--- config.mk ---
export PLATFORM = sky130hd
export DESIGN_NAME = victim_cache
export DESIGN_NICKNAME = d
export VERILOG_FILES = /design/src/rtl/victim_cache_pkg.sv /design/src/rtl/vc_tag_match.sv /design/src/rtl/vc_pick_first.sv /design/src/rtl/vc_lru_rank.sv /design/src/rtl/victim_cache.sv
export SDC_FILE = /design/constraint.sdc
export NUM_CORES = 2
export LEC_CHECK = 0
export BUFFER_PORTS_ARGS = -buffer_cell sky130_fd_sc_hd__buf_2
export CELL_PAD_IN_SITES_DETAIL_PLACEMENT = 0
export CELL_PAD_IN_SITES_GLOBAL_PLACEMENT = 1
export CORE_ASPECT_RATIO = 2
export CORE_MARGIN = 2
export CORE_UTILIZATION = 42
export CTS_CLUSTER_SIZE = 30
export DETAILED_ROUTE_END_ITERATION = 6
export PLACE_DENSITY_LB_ADDON = 0.15
export SYNTH_ARGS = -nofsm -noshare
export SYNTH_HDL_FRONTEND = slang
export SYNTH_SLANG_ARGS = --single-unit
--- constraint.sdc ---
create_clock -name clk -period 10.5 [get_ports clk]
set_input_delay 2.1 -clock clk [delete_from_list [all_inputs] [get_ports clk]]
set_output_delay 2.1 -clock clk [all_outputs]
set_load 0.1 [all_outputs]
--- src/rtl/victim_cache_pkg.sv ---
// Package: defaults and helpers shared by the victim store modules.
// Assumes nothing beyond elaboration-time integer arithmetic.
package victim_cache_pkg;
    localparam int VC_ENTRIES_DEF = 4;
    localparam int VC_ADDR_W_DEF  = 26;
    localparam int VC_LINE_W_DEF  = 64;

    // Index width for n entries, never below one bit.
    function automatic int vc_idx_w(input int n);
        return (n > 1) ? $clog2(n) : 1;
    endfunction
endpackage

--- src/rtl/vc_tag_match.sv ---
// Module: parallel tag comparators, one per entry.
// Assumes tags are packed entry 0 in the low bits; output bit i set when
// entry i is valid, the search is enabled and its tag equals the key.
module vc_tag_match #(
    parameter int N  = 4,
    parameter int AW = 26
) (
    input  logic            en,
    input  logic [AW-1:0]   key,
    input  logic [N-1:0]    valid,
    input  logic [N*AW-1:0] tags_flat,
    output logic [N-1:0]    hit_vec
);
    for (genvar i = 0; i < N; i++) begin : g_cmp
        // One comparator per entry.
        assign hit_vec[i] = en && valid[i] && (tags_flat[i*AW +: AW] == key);
    end
endmodule

--- src/rtl/vc_pick_first.sv ---
// Module: encodes a request vector into the index of its lowest set bit.
// Assumes the caller qualifies the index with its own OR of the vector;
// with no bit set the index is zero.
module vc_pick_first #(
    parameter int N  = 4,
    parameter int IW = 2
) (
    input  logic [N-1:0]  req,
    output logic [IW-1:0] idx
);
    // Scan from the top so the lowest set bit wins.
    always_comb begin
        idx = '0;
        for (int i = N - 1; i >= 0; i--) begin
            if (req[i]) idx = IW'(i);
        end
    end
endmodule

--- src/rtl/vc_lru_rank.sv ---
// Module: recency ranks for the entries; rank 0 is newest, N-1 oldest.
// Two touches per cycle are applied in order (first then second). The
// oldest one-hot reflects the ranks after the first touch, so a same-cycle
// insert never picks the entry that was just swapped into.
// Assumes ranks start as a permutation and stay one.
module vc_lru_rank #(
    parameter int N  = 4,
    parameter int IW = 2
) (
    input  logic          clk,
    input  logic          rst_n,
    input  logic          ta_en,
    input  logic [IW-1:0] ta_idx,
    input  logic          tb_en,
    input  logic [IW-1:0] tb_idx,
    output logic [N-1:0]  oldest_oh
);
    logic [IW-1:0] rank_q [N];
    logic [IW-1:0] r1     [N];
    logic [IW-1:0] r2     [N];

    // Apply the probe touch, then the insert touch.
    always_comb begin
        r1 = rank_q;
        if (ta_en) begin
            for (int j = 0; j < N; j++) begin
                if (rank_q[j] < rank_q[ta_idx]) r1[j] = rank_q[j] + 1'b1;
            end
            r1[ta_idx] = '0;
        end
        r2 = r1;
        if (tb_en) begin
            for (int j = 0; j < N; j++) begin
                if (r1[j] < r1[tb_idx]) r2[j] = r1[j] + 1'b1;
            end
            r2[tb_idx] = '0;
        end
    end

    for (genvar i = 0; i < N; i++) begin : g_old
        // Entry holding the highest rank after the first touch.
        assign oldest_oh[i] = (r1[i] == IW'(N - 1));
    end

    // Rank registers; reset to the identity permutation.
    always_ff @(posedge clk) begin
        if (!rst_n) begin
            for (int i = 0; i < N; i++) rank_q[i] <= IW'(i);
        end else begin
            rank_q <= r2;
        end
    end
endmodule

--- src/rtl/victim_cache.sv ---
// Module: fully associative victim store beside a direct-mapped cache.
// Probe (on a main miss) returns a hit line combinationally and swaps in
// the displaced line at the clock edge. Insert places an evicted line into
// a matching, free or least recently used entry; a dirty line pushed out
// appears on the writeback port one cycle later.
// Assumes the displaced line on a probe is never already held elsewhere.
module victim_cache
    import victim_cache_pkg::*;
#(
    parameter int N  = VC_ENTRIES_DEF,
    parameter int AW = VC_ADDR_W_DEF,
    parameter int LW = VC_LINE_W_DEF
) (
    input  logic          clk,
    input  logic          rst_n,
    input  logic          probe_valid,
    input  logic [AW-1:0] probe_addr,
    output logic          probe_hit,
    output logic [LW-1:0] probe_data,
    output logic          probe_dirty,
    input  logic          swap_valid,
    input  logic [AW-1:0] swap_addr,
    input  logic [LW-1:0] swap_data,
    input  logic          swap_dirty,
    input  logic          ins_valid,
    input  logic [AW-1:0] ins_addr,
    input  logic [LW-1:0] ins_data,
    input  logic          ins_dirty,
    output logic          wb_valid,
    output logic [AW-1:0] wb_addr,
    output logic [LW-1:0] wb_data
);
    localparam int IW = vc_idx_w(N);

    logic [N-1:0]  valid_q, dirty_q;
    logic [AW-1:0] tag_q  [N];
    logic [LW-1:0] data_q [N];

    logic [N-1:0]  mid_valid, mid_dirty;
    logic [AW-1:0] mid_tag  [N];
    logic [LW-1:0] mid_data [N];

    logic [N-1:0]  nxt_valid, nxt_dirty;
    logic [AW-1:0] nxt_tag  [N];
    logic [LW-1:0] nxt_data [N];

    logic [N*AW-1:0] tag_flat, mid_tag_flat;
    logic [N-1:0]    probe_vec, ins_vec, oldest_oh;
    logic [IW-1:0]   probe_idx, merge_idx, free_idx, old_idx, ins_tgt;
    logic            probe_any, ins_merge, free_any, evict;

    for (genvar i = 0; i < N; i++) begin : g_flat
        // Flatten stored and post-swap tags for the comparators.
        assign tag_flat[i*AW +: AW]     = tag_q[i];
        assign mid_tag_flat[i*AW +: AW] = mid_tag[i];
    end

    vc_tag_match #(.N(N), .AW(AW)) u_probe_match (
        .en(probe_valid), .key(probe_addr), .valid(valid_q),
        .tags_flat(tag_flat), .hit_vec(probe_vec)
    );
    vc_pick_first #(.N(N), .IW(IW)) u_probe_pick (.req(probe_vec), .idx(probe_idx));

    assign probe_any   = |probe_vec;
    assign probe_hit   = probe_any;
    assign probe_data  = probe_any ? data_q[probe_idx] : '0;
    assign probe_dirty = probe_any && dirty_q[probe_idx];

    // Contents after the probe swap, before the insert.
    always_comb begin
        mid_valid = valid_q;
        mid_dirty = dirty_q;
        mid_tag   = tag_q;
        mid_data  = data_q;
        if (probe_any) begin
            if (swap_valid) begin
                mid_valid[probe_idx] = 1'b1;
                mid_dirty[probe_idx] = swap_dirty;
                mid_tag[probe_idx]   = swap_addr;
                mid_data[probe_idx]  = swap_data;
            end else begin
                mid_valid[probe_idx] = 1'b0;
            end
        end
    end

    vc_tag_match #(.N(N), .AW(AW)) u_ins_match (
        .en(ins_valid), .key(ins_addr), .valid(mid_valid),
        .tags_flat(mid_tag_flat), .hit_vec(ins_vec)
    );
    vc_pick_first #(.N(N), .IW(IW)) u_merge_pick (.req(ins_vec), .idx(merge_idx));
    vc_pick_first #(.N(N), .IW(IW)) u_free_pick (.req(~mid_valid), .idx(free_idx));
    vc_pick_first #(.N(N), .IW(IW)) u_old_pick (.req(oldest_oh), .idx(old_idx));

    vc_lru_rank #(.N(N), .IW(IW)) u_rank (
        .clk(clk), .rst_n(rst_n),
        .ta_en(probe_any), .ta_idx(probe_idx),
        .tb_en(ins_valid), .tb_idx(ins_tgt),
        .oldest_oh(oldest_oh)
    );

    assign ins_merge = |ins_vec;
    assign free_any  = ~&mid_valid;
    assign ins_tgt   = ins_merge ? merge_idx : (free_any ? free_idx : old_idx);
    assign evict     = ins_valid && !ins_merge && !free_any;

    // Contents after the insert.
    always_comb begin
        nxt_valid = mid_valid;
        nxt_dirty = mid_dirty;
        nxt_tag   = mid_tag;
        nxt_data  = mid_data;
        if (ins_valid) begin
            nxt_valid[ins_tgt] = 1'b1;
            nxt_dirty[ins_tgt] = ins_dirty || (ins_merge && mid_dirty[ins_tgt]);
            nxt_tag[ins_tgt]   = ins_addr;
            nxt_data[ins_tgt]  = ins_data;
        end
    end

    // Control state and writeback strobe.
    always_ff @(posedge clk) begin
        if (!rst_n) begin
            valid_q  <= '0;
            dirty_q  <= '0;
            wb_valid <= 1'b0;
        end else begin
            valid_q  <= nxt_valid;
            dirty_q  <= nxt_dirty;
            wb_valid <= evict && mid_dirty[old_idx];
        end
    end

    // Tag, data and writeback payload; qualified by the valid bits.
    always_ff @(posedge clk) begin
        tag_q   <= nxt_tag;
        data_q  <= nxt_data;
        wb_addr <= mid_tag[old_idx];
        wb_data <= mid_data[old_idx];
    end
endmodule

* After elaboration in Yosys (flattened, before gate mapping) *
Cells that the tools add are included.

cells by class
  add/subtract/negate cells = 8
  $mul = 0
  divide/modulo/power cells = 0
  $lt $le $gt $ge = 18
  equal/unequal tests = 12
  shift-type cells = 0
  muxes and demuxes = 92
  bitwise operators = 12
  reductions and logical operators = 30

operators with widths
  kind                   count
  $mux W256              3
  $bwmux W256            2
  $mux W64               7
  $mux W104              3
  $bmux W64 S2           2
  $demux W64 S2          2
  $bwmux W104            2
  $eq A26 B26 Y1         8
  $demux W26 S2          2
  $mux W26               4
  $mux W2                40
  $bmux W26 S2           1
  $logic_and A1 B1 Y1    25
  $mux W4                6
  $add A2 B1 Y2 const B  8
  $and A8 B8 Y8          2
  $lt A2 B2 Y1           8
  $mux W8                2
  $not A8 Y8             2
  $ge A3 B3 Y1 const B   3
  $lt A2 B3 Y1 const B   3
  $not A2 Y3             3
  $bmux W2 S2            2
  $bwmux W4              2
  other kinds (14)       30

storage, ports and cells
  flip-flop bits (word level) = 467
  bits in latches = 0
  memory bits (writable) = 0
  memory bits (read-only) = 0
  logic and storage cells = 189
  memories kept = 0

* Logic depth before layout (Yosys ltp) *
  depth after elaboration = 31
  gate-level depth with buffers = 32
  mapped depth without buffers = 29

* Cells and area by module *
A second synthesis with hierarchy kept.

unflattened totals
  cells, all modules = 2,195
  area, all modules = 25,787.2 um^2

by module, submodules not included
  module         instances  cells an instance  area an instance (um^2)
  victim_cache   1          1,730              22,105.0
  vc_tag_match   2          145                1,174.9
  vc_lru_rank    1          155                1,222.4
  vc_pick_first  4          5                  27.5

* Worst setup path after synthesis *
OpenSTA, ideal clock, no wires.

  kind = input -> register
  start point = in probe_addr[15]
  end point = reg u_rank.rank_q[1] (netlist name)
  setup time = 140 ps
  arrival time = 7,897 ps
  required time = 10,360 ps
  setup slack = 2,463 ps
  cell stages on the path = 32
  cell sequence = xor2_1 > nor4_1 > nand2_1 > or4_1 > clkbuf_1 > buf_2 > nand3_1 > o22ai_1 > nor2_1 > o21ai_0 > ha_1 > or3_1 > nor2_1 > xnor2_1 > a21oi_1 > ha_1 > inv_1 > a21oi_1 > or2_2 > clkbuf_1 > nand3_1 > o2bb2ai_1 > o31ai_2 > o21ai_4 > a21o_2 > and3_1 > a31o_2 > ha_1 > nor2_1 > a311oi_1 > mux2i_1 > o211ai_1

on the way
  cells in the longest elaborated chain, start to end = 31
  elaborated cells between the ends (all ways) = 101
  classes of those cells = add/sub (1); order compare (11); eq/ne (12); mux (49); bitwise (10); reduce/logical (18)

RTL lines
  element                                     RTL line                                                  text
  start: declaration                          victim_cache.sv:17                                        input logic [AW-1:0] probe_addr,
  $eq A26 B26 Y1                              vc_tag_match.sv:16                                        assign hit_vec[i] = en && valid[i] && (tags_flat[i*AW +: AW] == key);
  $logic_and A1 B1 Y1                         vc_tag_match.sv:16
  $mux W2 (4 in a row)                        vc_pick_first.sv:15                                       if (req[i]) idx = IW'(i);
  $not A2 Y3 (not written as such)            vc_lru_rank.sv:27, vc_lru_rank.sv:29, victim_cache.sv:79
  $bmux W2 S2                                 vc_lru_rank.sv:27                                         if (rank_q[j] < rank_q[ta_idx]) r1[j] = rank_q[j] + 1'b1;
  $mux W2 (not written as such) (2 in a row)  vc_lru_rank.sv:27
  $lt A2 B2 Y1                                vc_lru_rank.sv:27
  $mux W2                                     vc_lru_rank.sv:27
  [... 10 more ...]                           n/a
  $not A2 Y3 (not written as such)            vc_lru_rank.sv:34, vc_lru_rank.sv:36
  $bmux W2 S2                                 vc_lru_rank.sv:34                                         if (r1[j] < r1[tb_idx]) r2[j] = r1[j] + 1'b1;
  $mux W2 (not written as such) (2 in a row)  vc_lru_rank.sv:34
  $lt A2 B2 Y1                                vc_lru_rank.sv:34
  $mux W2                                     vc_lru_rank.sv:34
  $mux W2                                     vc_lru_rank.sv:32                                         if (tb_en) begin
  $and A8 B8 Y8 (no source line)              n/a
  $mux W8 (*)                                 vc_lru_rank.sv:32
  end signal: assignment                      vc_lru_rank.sv:50                                         rank_q <= r2;
  end: declaration                            vc_lru_rank.sv:18                                         logic [IW-1:0] rank_q [N];

Mark *: on every way between the ends. The rest lies on a longest branch, timed or not. The select of a mux whose other input is x is not followed.
A chain may end at the register's enable or synchronous reset.

* Final worst setup path *
  start point = in probe_addr[2]
  end point = out probe_data[53]

on the way
  cells in the longest elaborated chain, start to end = 11
  elaborated cells between the ends (all ways) = 18
  classes of those cells = eq/ne (4); mux (8); bitwise (1); reduce/logical (5)

RTL lines
  element                                      RTL line             text
  $eq A26 B26 Y1                               vc_tag_match.sv:16
  $logic_and A1 B1 Y1                          vc_tag_match.sv:16
  $mux W2 (4 in a row)                         vc_pick_first.sv:15
  $not A2 Y3 (not written as such)             victim_cache.sv:66   assign probe_data = probe_any ? data_q[probe_idx] : '0;
  $bmux W64 S2                                 victim_cache.sv:66
  $mux W64 (not written as such) (2 in a row)  victim_cache.sv:66
  $mux W64 (*)                                 victim_cache.sv:66
  end: declaration                             victim_cache.sv:19   output logic [LW-1:0] probe_data,

Marks and branches as above.

==> out/metrics.yaml <==
status: "complete, but fails checks"
violations: "DRC, capacitance limit, slew limit"
yosysWarnings: 0
crit_start: "probe_addr[2]"
rsz0062_at_grt: "false"
vias_per_cell: 6.85
synthArstFlopShare: 0
die_y_um: 355
ys.flop_type: "dfxtp_1"
cp_slowest_cell: "xnor2_1"
yosys.area.top_type: "dfxtp_1"
crit_required_ps: 8400
clk_latency_ps: 620
period_share: 0.846
reg2reg_to: "u_rank.rank_q[1]$_SDFF_PN1_"
yosysSeqAreaShare: 0.362
hold_class: "flip-flop to flip-flop"
die_w_um: 179
wl_per_cell_um: 33.6
critPathMaxStageDelay_ps: 810
slew_viol_final: 3
finClkSkew_ps: 31.2
period_minus_slack_ps: 8890
synth_area_sq_um: 25800
synth_cells: 3476
place.gp.congestion: 1.07
reg2reg_depth: 27
finalSetupTns_ps: 0
cts_buffer_depth: 3
io_buffers: 369
antenna_found_initial: 21
cts_tree: "built"
place.detailed.hpwl_um: 102000
design_area_sq_um: 29900
p_leak_nw: 12.2
crit_end: "probe_data[53]"
place_area_sq_um: 28300
grt_usage: 0.459
grt_pass1_vias: 28700
ys_types: 84
clock-sinks: 467
synth_top_family_by_area: "compound AO/OA/AOI/OAI gates"
ios: 370
start_kind: "input port"
holdPathStages: 2
grt-ovfl-total: 0
post-synth-top-count-cell: "nand2_1"
synth_enable_flop_cells: 0
root_buffer: "clkbuf_16"
synth_mux_area_frac: 0.0335
fillCellCount: 6051
cp_max_fo: 69
cap_violations: 2
initial_core_util: 0.424
yosys.area_share.xor_xnor: 0.0546
synth_top_cells_by_count: "nand2_1, dfxtp_1, nor2_1, a31oi_1, clkbuf_1"
power_density_nw_per_um2: 269
max_slew_margin: -0.0504
synth_fa_ha_area_frac: 0.00582
worst_pin_slew_ps: 1560
cts_setup_buffers: 0
layout.nets: 3882
ff2ff_setup_slack_ps: 2930
ctsResizeCount: 0
core_area_sq_um: 60900
grt_pass1_wl_um: 210000
grt_max_degree: 121
syn_area_per_cell_sq_um: 7.42
synth_compound_area_frac: 0.256
critical_path_class: "input port to output pin"
crit_path_end_kind: "output pin"
cts_made_buffers: 45
ys_seq_elements: 467
arrival_ps: 6790
rows: 128
syn_nets: 3701
synth_top_area_frac: 0.362
ant_nets: 0
synth_area_leaders: "dfxtp_1, nand2_1, a31oi_1"
drive_gt1_frac: 0.153
vdd_drop_max_mv: 0.222
dr_total_vias: 30800
clk_pin_slew_worst_paths_ps: 60
cts_hold_buf: 0
synth_simple_gate_area_frac: 0.234
syn_to_final_growth_pct: 15.7
dr.pass1.iters: 7
drt-total-wl_um: 151000
p_int_mw: 4.06
drt_drc_violations_left: 2
htreeDepth: 2
r2r_start: "tag_flat[36]$_DFF_P_"
first_iter_violations: 4367
max_freq_mhz: 113
p_clk_frac: 0.218
finalHoldViolCount: 0
p_sw_frac: 0.495
setup_viol: 0
seq_power_share: 0.373
p_sw_mw: 3.98
power_frac_comb: 0.409
die_area_sq_um: 63600
cp_cell_sequence: "buf_2 -> xnor2_1 -> nand4_1 -> or4_1 -> nor2_4 -> buf_4 -> buf_4 -> a221o_1 -> buf_2"
## worst min path at each step
stage	from	end	slack [ps]
3_5_place_dp	data_q[146]$_DFF_P_	data_q[146]$_DFF_P_	480
2_1_floorplan	data_q[144]$_DFF_P_	data_q[144]$_DFF_P_	460
5_1_grt	data_q[152]$_DFF_P_	data_q[152]$_DFF_P_	510
6_report	data_q[14]$_DFF_P_	data_q[14]$_DFF_P_	490
4_1_cts	data_q[151]$_DFF_P_	data_q[151]$_DFF_P_	490
3_3_place_gp	data_q[1]$_DFF_P_	data_q[1]$_DFF_P_	470
## state kept, by name, summed over array words and instances (netlist names)
signal,cells
data_q,256
dirty_q,4
tag_flat,104
u_rank.rank_q,8
valid_q,4
wb_addr,26
wb_data,64
wb_valid,1
## stage by stage
step	power, mW	setup slack, ps	hold slack (ps)	std cells	util
after floorplan	4.99	2460	461	3476	-
final	8.04	1610	491	4487	0.491
after detailed placement	6.14	1470	479	4390	0.465
after CTS	7.88	2030	489	4472	0.490
after global routing	8.20	1530	506	4480	0.490
after global placement	6.11	1480	470	4390	0.465
## per-layer routing
metal / up-vias / global-route usage / wire [um]
met3: 744 / 0.124 / 16600
met2: 2574 / 0.741 / 68700
met4: 10 / 0.405 / 17300
li1: 12900 / - / -
met1: 14500 / 0.483 / 48200
met5: - / 0 / 68
## worst max-delay path, delay by kind of cell
| kind | cells | cell delay (ps) |
|---|---|---|
| AO/OA/AOI/OAI | 1 | 370 |
| XOR/XNOR | 1 | 810 |
| buffers and inverters | 4 | 2200 |
| AND/OR/NAND/NOR | 3 | 1130 |
## cell usage in the layout (no fill, tap or decap), types with 11 or more instances in the layout
master,n
diode_2,15
buf_4,50
nor4_1,46
nand3_1,80
nand2_1,746
dfxtp_1,467
nor2_1,429
a31oi_1,282
nand4_1,35
o22ai_1,46
a21oi_1,174
ha_1,12
xnor2_1,70
o31ai_1,26
xor2_1,91
a221o_1,91
o21ai_0,92
nand2b_1,13
mux2i_1,83
buf_2,369
nor3_1,19
a221oi_1,136
inv_1,48
nor2b_1,11
buf_12,13
clkbuf_16,45
## cell type report
cell class / instances / area, sq um / share of cell area
inverter: 49 / 184 / 0.00616
multi-input combinational: 2662 / 15300 / 0.512
clock buffer: 62 / 1290 / 0.0432
sequential: 467 / 9350 / 0.313
tap: 780 / 976 / 0.0327
timing repair buffer: 432 / 2480 / 0.0831
clock inverter: 20 / 240 / 0.00804
antenna: 15 / 37.5 / 0.00126
## power by group through the flow
stage	sequential [mW]	clock, mW	combinational [mW]
global route	3.00	1.81	3.39
finish	3.00	1.76	3.29
floorplan	3.83	0	1.16
detailed placement	2.96	0	3.18
CTS	2.93	1.75	3.19
global placement	2.95	0	3.16
## kinds of logic after synthesis
logic type | after synthesis
fa+ha+maj | 12
simple gates | 1448
xor+xnor | 161
compound gates | 955
buf+inv | 347
mux | 86
flops | 467
Power figures use the tool's default switching activity.
